==> config.mk <==
export PLATFORM = sky130hd
export DESIGN_NAME = cfm_monitor
export DESIGN_NICKNAME = d
export VERILOG_FILES = /design/src/rtl/cfm_pkg.sv /design/src/rtl/cfm_ctrl.sv /design/src/rtl/cfm_dpath.sv /design/src/rtl/cfm_monitor.sv
export SDC_FILE = /design/constraint.sdc
export NUM_CORES = 1
export LEC_CHECK = 0
export ABC_AREA = 1
export CORE_ASPECT_RATIO = 1.25
export CORE_MARGIN = 3
export CORE_UTILIZATION = 35
export CTS_BUF_LIST = sky130_fd_sc_hd__clkbuf_16
export CTS_CLUSTER_SIZE = 25
export DETAILED_ROUTE_END_ITERATION = 8
export GPL_TIMING_DRIVEN = 1
export SYNTH_ARGS = -nofsm -noshare
export SYNTH_HDL_FRONTEND = slang
export SYNTH_SLANG_ARGS = --single-unit
==> constraint.sdc <==
create_clock -name clk -period 2.4 [get_ports clk]
set_clock_uncertainty 0.2 [all_clocks]
set_input_delay 0.36 -clock clk [delete_from_list [all_inputs] [get_ports clk]]
set_output_delay 0.36 -clock clk [all_outputs]
set_load 0.01 [all_outputs]
==> src/rtl/cfm_pkg.sv <==
package cfm_pkg;
  typedef enum logic [1:0] {
    EV_CALL   = 2'd0,
    EV_ENTRY  = 2'd1,
    EV_EXIT   = 2'd2,
    EV_RETURN = 2'd3
  } flowEvt_e;

  typedef struct packed {
    logic addPrim;
    logic subInv;
    logic clear;
    logic check;
  } cntStrb_t;
endpackage

==> src/rtl/cfm_ctrl.sv <==
module cfm_ctrl
  import cfm_pkg::*;
(
  input  logic       clk,
  input  logic       rstN,
  input  logic       evtValid,
  input  logic [1:0] evtType,
  input  logic       chkReq,
  input  logic       clrReq,
  input  logic       mismatch,
  output cntStrb_t   strb,
  output logic       fault
);
  logic faultQ;
  flowEvt_e evtKind;

  assign evtKind = flowEvt_e'(evtType);

  always_comb begin
    strb       = '0;
    strb.check = chkReq;
    strb.clear = clrReq && !faultQ;
    if (evtValid && !strb.clear) begin
      unique case (evtKind)
        EV_CALL, EV_EXIT:    strb.addPrim = 1'b1;
        EV_ENTRY, EV_RETURN: strb.subInv  = 1'b1;
        default: ;
      endcase
    end
  end

  always_ff @(posedge clk or negedge rstN) begin
    if (!rstN)                       faultQ <= 1'b0;
    else if (strb.check && mismatch) faultQ <= 1'b1;
  end

  assign fault = faultQ;

  // a latched fault never drops without reset
  a_r8_fault_sticky: assert property (@(posedge clk) disable iff (!rstN)
    faultQ |=> faultQ);

  // an event moves at most one counter
  a_r2_one_counter: assert property (@(posedge clk) disable iff (!rstN)
    !(strb.addPrim && strb.subInv));
endmodule

==> src/rtl/cfm_dpath.sv <==
module cfm_dpath
  import cfm_pkg::*;
#(
  parameter int WIDTH = 32
) (
  input  logic             clk,
  input  logic             rstN,
  input  cntStrb_t         strb,
  input  logic [WIDTH-1:0] label,
  input  logic [WIDTH-1:0] expect_,
  output logic [WIDTH-1:0] cntPrim,
  output logic [WIDTH-1:0] cntInv,
  output logic             mismatch
);
  localparam logic [WIDTH-1:0] PRIM_INIT = '0;
  localparam logic [WIDTH-1:0] INV_INIT  = {WIDTH{1'b1}};

  logic [WIDTH-1:0] primQ, invQ;

  always_ff @(posedge clk or negedge rstN) begin
    if (!rstN) begin
      primQ <= PRIM_INIT;
      invQ  <= INV_INIT;
    end else if (strb.clear) begin
      primQ <= PRIM_INIT;
      invQ  <= INV_INIT;
    end else begin
      if (strb.addPrim) primQ <= primQ + label;
      if (strb.subInv)  invQ  <= invQ - label;
    end
  end

  assign cntPrim  = primQ;
  assign cntInv   = invQ;
  assign mismatch = (primQ != ~invQ) || (primQ != expect_);

  // adding on the primary side leaves the inverse side alone
  a_r2_inv_untouched: assert property (@(posedge clk) disable iff (!rstN)
    strb.addPrim |=> $stable(invQ));

  // subtracting on the inverse side leaves the primary side alone
  a_r3_prim_untouched: assert property (@(posedge clk) disable iff (!rstN)
    strb.subInv |=> $stable(primQ));

  // an accepted clear restores the initial pair
  a_r10_clear_restores: assert property (@(posedge clk) disable iff (!rstN)
    strb.clear |=> (primQ == PRIM_INIT) && (invQ == INV_INIT));
endmodule

==> src/rtl/cfm_monitor.sv <==
module cfm_monitor
  import cfm_pkg::*;
#(
  parameter int WIDTH = 32
) (
  input  logic             clk,
  input  logic             rstN,
  input  logic             evtValid,
  input  logic [1:0]       evtType,
  input  logic [WIDTH-1:0] evtLabel,
  input  logic             chkReq,
  input  logic [WIDTH-1:0] chkExpect,
  input  logic             clrReq,
  output logic [WIDTH-1:0] cntPrim,
  output logic [WIDTH-1:0] cntInv,
  output logic             fault
);
  cntStrb_t strb;
  logic     mismatch;

  cfm_ctrl u_ctrl (
    .clk      (clk),
    .rstN     (rstN),
    .evtValid (evtValid),
    .evtType  (evtType),
    .chkReq   (chkReq),
    .clrReq   (clrReq),
    .mismatch (mismatch),
    .strb     (strb),
    .fault    (fault)
  );

  cfm_dpath #(.WIDTH(WIDTH)) u_dpath (
    .clk      (clk),
    .rstN     (rstN),
    .strb     (strb),
    .label    (evtLabel),
    .expect_  (chkExpect),
    .cntPrim  (cntPrim),
    .cntInv   (cntInv),
    .mismatch (mismatch)
  );

  // an inconsistent checkpoint at the ports raises the fault
  a_r5_bad_check_faults: assert property (@(posedge clk) disable iff (!rstN)
    chkReq && ((cntPrim != ~cntInv) || (cntPrim != chkExpect)) |=> fault);

  // a clear while faulted, with no event, freezes the pair
  a_r9_clear_refused: assert property (@(posedge clk) disable iff (!rstN)
    fault && clrReq && !evtValid |=> $stable(cntPrim) && $stable(cntInv));
endmodule

Yosys cells after proc, flatten, opt, wreduce, memory -nomap -nowiden
Cells that the tools add are included.
{"block": "totals", "reg_bits": 65, "inputBits": 71, "out_inout_bits": 65, "elab_cells": 29}
{"block": "classes", "n_addsub": 2, "eq_ne": 5, "n_mux": 7, "n_bitwise": 1, "reduce_logical": 11}
{"op": "$mux W32", "count": 4}
{"op": "$ne A32 B32 Y1", "count": 2}
{"op": "$add A32 B32 Y32", "count": 1}
{"op": "$not A32 Y32", "count": 1}
{"op": "$sub A32 B32 Y32", "count": 1}
{"op": "$eq A2 B2 Y1 const B", "count": 2}
{"op": "$reduce_bool A2 Y1", "count": 2}
{"op": "$reduce_or A2 Y1", "count": 2}
{"op": "$logic_and A1 B1 Y1", "count": 3}
{"op": "$eq A2 B1 Y1 const B", "count": 1}
{"op": "$logic_not A1 Y1", "count": 2}
{"op": "$logic_not A2 Y1", "count": 1}
{"op": "$mux W1", "count": 2}
{"op": "$mux W2", "count": 1}
{"op": "$logic_or A1 B1 Y1", "count": 1}

Longest topological paths before layout
Gate-level depths: netlist (run 1).
{"block": "logic_depth", "word_depth": 7, "depth_mapped": 16, "ltp_nobuf": 16}

Modules after synthesis
Synthesis (run 1) repeated with hierarchy kept, for this count alone.
{"block": "unflattened", "hier_cells": 1366, "area_unflattened_um2": 8008.9}
{"mod": "cfm_dpath", "n_inst": 1, "cells_per_inst": 1355, "area_per_inst_um2": 7937.6}
{"mod": "cfm_ctrl", "n_inst": 1, "cells_per_inst": 11, "area_per_inst_um2": 71.3}

Least setup slack after synthesis (run 1)
Ideal clock, no wire load.
{"block": "synth_path", "path_type": "reg2reg", "start": "register u_dpath.invQ[0], in the netlist u_dpath.cntInv[0]", "end": "register u_dpath.invQ[16], in the netlist u_dpath.cntInv[16]", "setup_time_ns": 0.076, "t_arrival_ns": 1.939, "setup_slack_ns": 0.185, "path_stages_with_launch": 14, "synth_period_minus_slack_ns": 2.215, "path_cell_list": "dfstp_2 > inv_1 > ha_1 > fa_1 > inv_1 > nand3_1 > nand3_1 > nand2_1 > nand2_1 > nand3_1 > nand3_1 > nand3_1 > o21ai_1 > inv_1"}
{"block": "synth_via", "elab_chain_cells": 3}
{"element": "start, declared", "line": "cfm_dpath.sv:18", "source": "logic [WIDTH-1:0] primQ, invQ;"}
{"element": "start signal, assigned", "line": "cfm_dpath.sv:29", "source": "if (strb.subInv) invQ <= invQ - label;"}
{"element": "$sub A32 B32 Y32", "line": "cfm_dpath.sv:29"}
{"element": "$mux W32", "line": "cfm_dpath.sv:29"}
{"element": "$mux W32", "line": "cfm_dpath.sv:24", "source": "end else if (strb.clear) begin"}
Every way passes these cells. The select of a mux whose other input is x is not followed.
A chain may end at the register's enable or synchronous reset.

Final worst setup path (run 1)
Ends and elaborated chain as after synthesis.

==> flow_metrics.tcl, run 1 <==
set metrics [dict create \
    post-place-ws_ns -0.3571 \
    ys.flop_type "dfrtp_1" \
    maxSlewViolCount 0 \
    cts-root-buf "clkbuf_16" \
    gp_congestion 0.9462 \
    hold_class "in -> reg" \
    cts_max_level 3 \
    cts_buffers 9 \
    yosysMostFrequentCell "nand2_1" \
    cts_max_path_buffers 2 \
    postSynth.asyncResetShare 1.000 \
    ioPinCount 136 \
    cp.arrival_ns 2.40 \
    worst_ep_required_time_ns 2.49 \
    setup_viol_count_final 0 \
    hpwl_um 27090 \
    layout_min_cycle_time_ns 2.307 \
    final_util 0.5072 \
    synth_commonest_cells "488 x nand2_1, 274 x inv_1, 108 x nor2_1" \
    num-nets-final 1769 \
    vias 9256 \
    status "finished clean" \
    cp-end-kind "flop" \
    netlist.area_leader.share 0.2309 \
    finalCritPeriodShare 0.9613 \
    die-area_um2 24520 \
    seq_area_frac_synth 0.2101 \
    drt-total-wl_um 32160 \
    synth.area.top_cells "nand2_1 23%, inv_1 13%, dfstp_2 11%" \
    wl_per_cell_um 16.77 \
    synth_edf_count 0 \
    area_delta_synth_final_pct 40.16 \
    antenna_found_initial 0 \
    die-height_um 174.3 \
    syn_avg_cell_area_um2 5.850 \
    syn_inst 1356 \
    timing.final.ws_setup_ns 0.09281 \
    synth_cell_types 37 \
    ir_drop_v 0.0005349 \
    cts_tree "built" \
    final_cell_area_um2 11120 \
    first_pass_iters 6 \
    synth-seq-cells 65 \
    path_max_fanout 3 \
    power_density_nw_per_um2 1339 \
    path_clk_slew_ns 0.06 \
    hold_violations 0 \
    drt_iter0_drc 677 \
    multi_input_area_um2 5309 \
    grt_pass1_wl_um 49110 \
    vias_per_cell 4.826 \
    core_um2 21920 \
    insertion_delay_ns 0.35 \
    grt_max_degree 32 \
    ys_warn_count 0 \
    crit_type "reg -> reg" \
    io_buffers 134 \
    maxSlewHeadroom 0.6773 \
    fp.dieW_um 140.7 \
    ant_nets 0 \
    antenna_cells 0 \
    fmax_mhz 433.4 \
    fillCellCount 2313 \
    regArea_um2 1667 \
    initial_utilization 0.3619 \
    detailed_place.area_um2 10650 \
    synth_top_area_cell "nand2_1" \
    drive_above_1_share 0.1653 \
    rows 60 \
    rsz0062_at_grt "yes" \
    track_usage 0.2603 \
    synth_nets 1491 \
    drc_errors 0 \
    setup.worst_path.start_class "flop" \
    tns_ns 0 \
    gr-total-overflow 0 \
    syn_area_um2 7933 \
    worst_pin_slew_ns 0.4790 \
    first_global_vias 9117 \
    cts.sinks 65 \
    power.total_mw 14.89 \
    leakagePower_nw 6.272 \
    max_cap_violations 0 \
]
[final timing paths]
| path | startpoint | to | slack [ns] | cells past startpoint |
|---|---|---|---|---|
| worst max-delay path | u_dpath.cntInv[0]$_DFFE_PN1P_ | u_dpath.cntInv[16]$_DFFE_PN1P_ | 0.09 | 14 |
| worst max register to register | u_dpath.cntInv[0]$_DFFE_PN1P_ | u_dpath.cntInv[16]$_DFFE_PN1P_ | 0.09 | 14 |
| min in group asynchronous | rstN | u_dpath.cntPrim[30]$_DFFE_PN0P_ | 0.31 | 2 |
| worst min-delay path | evtLabel[0] | u_dpath.cntInv[0]$_DFFE_PN1P_ | 0.19 | 3 |
| worst min register to register | u_dpath.cntInv[0]$_DFFE_PN1P_ | u_dpath.cntInv[0]$_DFFE_PN1P_ | 0.33 | 2 |
| max in group asynchronous | rstN | u_dpath.cntInv[28]$_DFFE_PN1P_ | 1.11 | 3 |
[metal layers]
metal  share of wire  up-vias  global-route usage
met3           0.041       61             0.02284
met5               0        -                   0
li1                -     4722                   -
met2            0.51      231              0.4657
met4           0.040        0              0.1115
met1            0.41     4242              0.3164
[critical path: stages, from the launching register on]
cell	delay (ns)
dfstp_2	0.55
inv_2	0.05
ha_4	0.16
fa_2	0.41
inv_2	0.10
nand3_2	0.07
nand3_2	0.10
nand2_2	0.06
nand2_2	0.10
nand3_2	0.10
nand2_1	0.08
nand2_1	0.05
nand3_1	0.06
o21ai_1	0.07
inv_1	0.08
[logic make-up after synthesis]
kind of cell    share of synthesized area
xor+xnor                          0.06514
fa+ha+maj                          0.1028
flops                              0.2101
simple gates                       0.3965
compound gates                    0.08754
buf+inv                            0.1379
[cell usage in the layout, fill, tap and decap left out, types with 13 or more instances in the layout]
cell type	instances
buf_4	139
nand3_1	78
nor2_2	13
inv_1	274
xor2_1	39
nand2_1	480
o22ai_1	15
dfstp_2	32
nor2_1	102
a21oi_1	56
ha_1	52
dfrtp_1	33
clkdlybuf4s50_1	126
xnor2_1	20
o21ai_0	40
nand2_2	25
[sequential cells by signal (all words and copies together) (netlist names)]
name / cells
u_dpath.cntPrim: 32
u_ctrl.fault: 1
u_dpath.cntInv: 32
[timing repair]
item / 4_1_cts / 5_1_grt
buffers inserted: 0 / 3
hold endpoints to repair: 4 / 0
hold buffers: 1 / 0
pin swaps: 0 / 7
setup endpoints to repair: 4 / 35
resized for setup: 2 / 41
[through the flow]
stage               hold WS, ns  std cells
detailed placement       0.1458       1898
floorplan               -0.1356       1356
finish                   0.1933       1918
global placement         0.1467       1898
global route             0.2293       1918
CTS                      0.3150       1915
[layout make-up]
cell class	instances	share of cell area
sequential	65	0.1499
clock inverter	7	0.004952
clock buffer	9	0.02026
tap	279	0.03140
inverter	280	0.09453
multi-input combinational	1002	0.4775
timing repair buffer	276	0.2215
[power by group]
| part | internal (mW) | leakage, nW | switching, mW |
|---|---|---|---|
| Clock | 0.787 | 0.150 | 0.564 |
| Combinational | 4.91 | 5.38 | 6.11 |
| Sequential | 1.82 | 0.737 | 0.692 |
Power figures use the tool's default switching activity.
==> run 2: changes to the inputs <==
--- a/config.mk
+++ b/config.mk
@@ -9,7 +9,6 @@
 export CORE_ASPECT_RATIO = 1.25
 export CORE_MARGIN = 3
 export CORE_UTILIZATION = 35
-export CTS_BUF_LIST = sky130_fd_sc_hd__clkbuf_16
 export CTS_CLUSTER_SIZE = 25
 export DETAILED_ROUTE_END_ITERATION = 8
 export GPL_TIMING_DRIVEN = 1
==> run 2 against run 1 <==
Worst hold slack worse by 0.0016 ns; highest routed layer unchanged; die area unchanged; critical endpoint is now u_dpath.cntInv[10]$_DFFE_PN1P_; fmax down 0.35%; sequential share of layout area about the same.
==> flow_metrics.tcl, run 2 (same netlist as run 1, synthesis figures left out) <==
set metrics [dict create \
    reg2reg_depth 10 \
    first_global_vias 9119 \
    cp_top_family "buffers and inverters" \
    cts-root-buf "clkbuf_16" \
    p_sw_frac 0.4931 \
    final_common_cell "nand2_1" \
    rsz0062_at_grt "yes" \
    worst_pin_slew_ns 0.4848 \
    final_cell_area_um2 11130 \
    cpPeakStageDelay_ns 0.54 \
    antenna_found_initial 0 \
    routed.top_layer "met4" \
    route.met2.wl_um 16190 \
    cp_cell_sequence "clkdlybuf4s50_1 > inv_1 > ha_4 > nand2_2 > nor2_4 > nand3_1 > nand3b_1 > buf_4 > xor2_1 > o22ai_1 > inv_1" \
    path_depth 11 \
    setup_viol_count_final 0 \
    die-area_um2 24520 \
    io_buffers 134 \
    drt_iter0_drc 585 \
    fp.dieW_um 140.7 \
    clock_power_share 0.094 \
    hold_violations 0 \
    num-nets-final 1769 \
    rows 60 \
    fmax_mhz 431.9 \
    hpwl_um 27090 \
    min_path_cells 3 \
    finalCritPeriodShare 0.9647 \
    worst-path-buf-inv 4 \
    cp.arrival_ns 2.41 \
    drt-met1-wl_um 13110 \
    path_clk_slew_ns 0.06 \
    met3_length_um 1483 \
    cts_buffers 9 \
    worst_ep_required_time_ns 2.49 \
    cpMostUsedCell "inv_1" \
    cts.sinks 65 \
    fillCellCount 2312 \
    timing.final.ws_setup_ns 0.08478 \
    grt_pass1_wl_um 49130 \
    ir_drop_v 0.0005388 \
    p_int_mw 7.567 \
    drive_above_1_share 0.1660 \
    final_util 0.5076 \
    cts_tree "built" \
    gr-total-overflow 0 \
    maxSlewHeadroom 0.6734 \
    max_cap_violations 0 \
    cts_max_path_buffers 2 \
    drc_errors 0 \
    setup.worst_path.start_class "input pin" \
    post-place-ws_ns -0.3571 \
    regArea_um2 1667 \
    finalNonFillerCells 1918 \
    cp_slowest_cell "clkdlybuf4s50_1" \
    initial_utilization 0.3619 \
    area_delta_synth_final_pct 40.28 \
    place_inst 1898 \
    crit_type "in -> reg" \
    hold_class "in -> reg" \
    vias_per_cell 4.804 \
    leakagePower_nw 6.265 \
    maxSlewViolCount 0 \
    track_usage 0.2603 \
    first_pass_iters 5 \
    vias 9215 \
    ioPinCount 136 \
    most-common-layout-cells "480 x nand2_1, 271 x inv_1, 139 x buf_4, 126 x clkdlybuf4s50_1, 102 x nor2_1" \
    whs_ns 0.1917 \
    status "finished clean" \
    detailed_place.area_um2 10650 \
    p_comb_frac 0.738 \
    gp_congestion 0.9462 \
    antenna_cells 0 \
    path_max_fanout 4 \
    p_switching_mw 7.360 \
    multi_input_area_um2 5309 \
    power_density_nw_per_um2 1341 \
    ant_nets 0 \
    cts_max_level 3 \
    cp-end-kind "flop" \
    die-height_um 174.3 \
    drt-total-wl_um 32130 \
    grt_max_degree 32 \
    wl_per_cell_um 16.75 \
    p_seq_frac 0.168 \
    core_um2 21920 \
    layout_min_cycle_time_ns 2.315 \
    insertion_delay_ns 0.35 \
]
-- run 2: changes by cell type in the layout (fill, tap and decap cells not counted) --
| cell | change |
|---|---|
| clkbuf_1 | +3 |
| inv_1 | -3 |
| clkbuf_8 | +1 |
| clkinv_1 | -1 |
-- run 2: worst reg2reg max path: cells and delay by family (launching register included) --
family          cells  cell delay (ns)
flops               1             0.55
fa+ha+maj           2             0.57
simple gates        2             0.33
compound gates      1             0.08
xor+xnor            1             0.15
buf+inv             4             0.36
-- run 2: final cells by class --
class,instances,area share
timing repair buffer,276,0.2213
multi-input combinational,1002,0.4771
tap,279,0.03137
inverter,280,0.09445
clock buffer,13,0.02249
sequential,65,0.1498
clock inverter,3,0.003598
-- run 2: through the flow --
stage | setup TNS [ns] | power [mW]
after CTS | 0 | 14.68
after detailed placement | -10.87 | 13.21
after floorplan | 0 | 8.247
after global routing | -0.09298 | 16.16
final | 0 | 14.93
after global placement | -9.959 | 13.13
-- run 2: power by group through the flow --
| stage | clock network [mW] | logic, mW | registers [mW] |
|---|---|---|---|
| global route | 1.45 | 12.1 | 2.58 |
| finish | 1.40 | 11.0 | 2.51 |
| floorplan | 0 | 5.55 | 2.70 |
| detailed placement | 0 | 10.7 | 2.50 |
| CTS | 1.41 | 10.8 | 2.49 |
| global placement | 0 | 10.6 | 2.49 |
-- run 2: worst paths after layout --
check | start | endpoint | slack [ns]
worst max-delay path | evtLabel[9] | u_dpath.cntInv[10]$_DFFE_PN1P_ | 0.08
worst min-delay path | evtLabel[0] | u_dpath.cntInv[0]$_DFFE_PN1P_ | 0.19
min in group asynchronous | rstN | u_dpath.cntPrim[30]$_DFFE_PN0P_ | 0.31
worst min register to register | u_dpath.cntInv[0]$_DFFE_PN1P_ | u_dpath.cntInv[0]$_DFFE_PN1P_ | 0.33
max in group asynchronous | rstN | u_dpath.cntInv[28]$_DFFE_PN1P_ | 1.12
worst max register to register | u_dpath.cntInv[0]$_DFFE_PN1P_ | u_dpath.cntInv[10]$_DFFE_PN1P_ | 0.09
-- run 2: per-layer routing --
layer	up-vias	global-route usage
met3	66	0.02284
met2	227	0.4657
met4	0	0.1115
li1	4721	-
met1	4201	0.3164
met5	-	0
-- run 2: timing repair --
| action | 4_1_cts | 5_1_grt |
|---|---|---|
| setup endpoints to repair | 4 | 35 |
| buffers inserted | 0 | 3 |
| endpoints found under the hold margin | 4 | 0 |
| pin swaps | 0 | 7 |
| resized for setup | 2 | 41 |
| hold buffers | 1 | 0 |
| cloned | 0 | 0 |
==> run 3: changes to the inputs <==
--- a/config.mk
+++ b/config.mk
@@ -12,6 +12,7 @@
 export CTS_CLUSTER_SIZE = 25
 export DETAILED_ROUTE_END_ITERATION = 8
 export GPL_TIMING_DRIVEN = 1
+export PLACE_DENSITY_LB_ADDON = 0.25
 export SYNTH_ARGS = -nofsm -noshare
 export SYNTH_HDL_FRONTEND = slang
 export SYNTH_SLANG_ARGS = --single-unit
==> run 3 against run 2 <==
Via count increased by 1.1%; worst hold slack got worse by 0.035 ns; combinational power about the same; clock power increased by 10%; register-to-register slack improved by 0.02 ns; non-clock buffer count increased by 7; global-route usage decreased by 0.53 points; largest power group unchanged.
==> flow_metrics.tcl, run 3 (same netlist as run 1, synthesis figures left out) <==
set metrics [dict create \
    status "finished clean" \
    drt_iter0_drc 602 \
    drt-total-wl_um 32050 \
    vias_per_cell 4.842 \
    cts-root-buf "clkbuf_16" \
    area_delta_synth_final_pct 41.78 \
    final_common_cell "nand2_1" \
    finalCritPeriodShare 0.9545 \
    setup.worst_path.start_class "flop" \
    cp.arrival_ns 2.38 \
    maxSlewHeadroom 0.6943 \
    tns_ns 0 \
    initial_utilization 0.3619 \
    ioPinCount 136 \
    cp_slowest_cell "dfstp_2" \
    cp_cell_sequence "inv_1 > ha_1 > fa_2 > inv_2 > nand3_1 > nand3_2 > nand2_1 > nand3_4 > nand2_2 > nand3_1 > nand2_1 > nor2_2 > nor2_1" \
    rows 60 \
    first_global_vias 8976 \
    leakagePower_nw 6.322 \
    maxSlewViolCount 0 \
    cts_tree "built" \
    ant_nets 0 \
    final_util 0.5131 \
    cts.sinks 65 \
    setup_viol_count_final 0 \
    cts_max_path_buffers 2 \
    hpwl_um 26520 \
    regArea_um2 1667 \
    cp-end-kind "flop" \
    die-area_um2 24520 \
    crit_type "reg -> reg" \
    path_clk_slew_ns 0.07 \
    max_cap_violations 0 \
    antenna_found_initial 0 \
    layout_min_cycle_time_ns 2.291 \
    most-common-layout-cells "482 x nand2_1, 272 x inv_1, 146 x buf_4, 125 x clkdlybuf4s50_1, 104 x nor2_1" \
    timing.final.ws_setup_ns 0.1093 \
    wl_per_cell_um 16.65 \
    cts_buffers 9 \
    hold_class "in -> reg" \
    worst-path-buf-inv 2 \
    cpPeakStageDelay_ns 0.53 \
    post-place-ws_ns -0.3376 \
    num-nets-final 1776 \
    worst_ep_required_time_ns 2.49 \
    insertion_delay_ns 0.35 \
    track_usage 0.2550 \
    io_buffers 134 \
    path_max_fanout 3 \
    detailed_place.area_um2 10670 \
    vias 9320 \
    ir_drop_v 0.0005354 \
    drc_errors 0 \
    first_pass_iters 7 \
    fmax_mhz 436.5 \
    fp.dieW_um 140.7 \
    fillCellCount 2261 \
    core_um2 21920 \
    power_density_nw_per_um2 1355 \
    cts_max_level 3 \
    drive_above_1_share 0.1719 \
    die-height_um 174.3 \
    gr-total-overflow 0 \
    gp_congestion 0.9715 \
    hold_violations 0 \
    antenna_cells 0 \
    worst_pin_slew_ns 0.4537 \
    power.total_mw 15.23 \
    grt_max_degree 66 \
    cp_top_family "simple AND/OR/NAND/NOR gates" \
    final_cell_area_um2 11250 \
    multi_input_area_um2 5348 \
    grt_pass1_wl_um 48100 \
]
run 3: cell types whose count changed in the layout (fill, tap and decap cells not counted), moves of 3 or more:
cell      previous run  this run
a21oi_2              1         7
nand3_2             12         9
clkbuf_1             3         0
ha_2                 6         3
buf_4              139       146
a21oi_1             56        50
run 3: final timing paths:
check	start	end	slack, ns	depth (start not counted)
worst min register to register	u_ctrl.fault$_DFFE_PN0P_	u_ctrl.fault$_DFFE_PN0P_	0.31	2
min in group asynchronous	rstN	u_dpath.cntPrim[5]$_DFFE_PN0P_	0.36	3
max in group asynchronous	rstN	u_dpath.cntInv[25]$_DFFE_PN1P_	1.26	3
worst max-delay path	u_dpath.cntInv[0]$_DFFE_PN1P_	u_dpath.cntInv[28]$_DFFE_PN1P_	0.11	13
worst min-delay path	evtLabel[0]	u_dpath.cntInv[0]$_DFFE_PN1P_	0.16	3
worst max register to register	u_dpath.cntInv[0]$_DFFE_PN1P_	u_dpath.cntInv[28]$_DFFE_PN1P_	0.11	13
run 3: power breakdown:
part	switching (mW)	total (mW)	internal (mW)
clock	0.577	1.54	0.964
combinational	6.21	11.2	5.03
sequential	0.640	2.46	1.82
total	7.42	15.2	7.81
run 3: worst reg2reg max path: stages, from the launching register on:
cell,delay (ns)
dfstp_2,0.53
inv_1,0.05
ha_1,0.20
fa_2,0.38
inv_2,0.09
nand3_1,0.08
nand3_2,0.10
nand2_1,0.11
nand3_4,0.10
nand2_2,0.08
nand3_1,0.08
nand2_1,0.06
nor2_2,0.12
nor2_1,0.05
run 3: timing repair:
action                                  in CTS  in global routing
hold buffers                                 1                  0
endpoints found under the setup margin       4                 33
gates resized for setup                      2                 43
endpoints found under the hold margin       33                  0
pin swaps                                    0                  4
buffers inserted                             0                  5
run 3: final cells by class:
cell class | instances | area share
sequential | 65 | 0.1482
inverter | 280 | 0.09345
timing repair buffer | 283 | 0.2225
multi-input combinational | 1002 | 0.4755
tap | 279 | 0.03104
clock inverter | 5 | 0.006897
clock buffer | 11 | 0.02247
run 3: metrics by stage:
stage,hold WS (ns),cells
after floorplan,-0.1356,1356
after global placement,0.2196,1903
after detailed placement,0.2217,1903
after CTS,0.3201,1920
after global routing,0.1889,1925
final,0.1572,1925
run 3: layer usage:
| layer | wire [um] | track usage | share of wire |
|---|---|---|---|
| met5 | 0 | 0 | 0 |
| met1 | 12830 | 0.2944 | 0.40 |
| met3 | 1529 | 0.02917 | 0.048 |
| met4 | 1467 | 0.1107 | 0.046 |
| met2 | 16220 | 0.4688 | 0.51 |
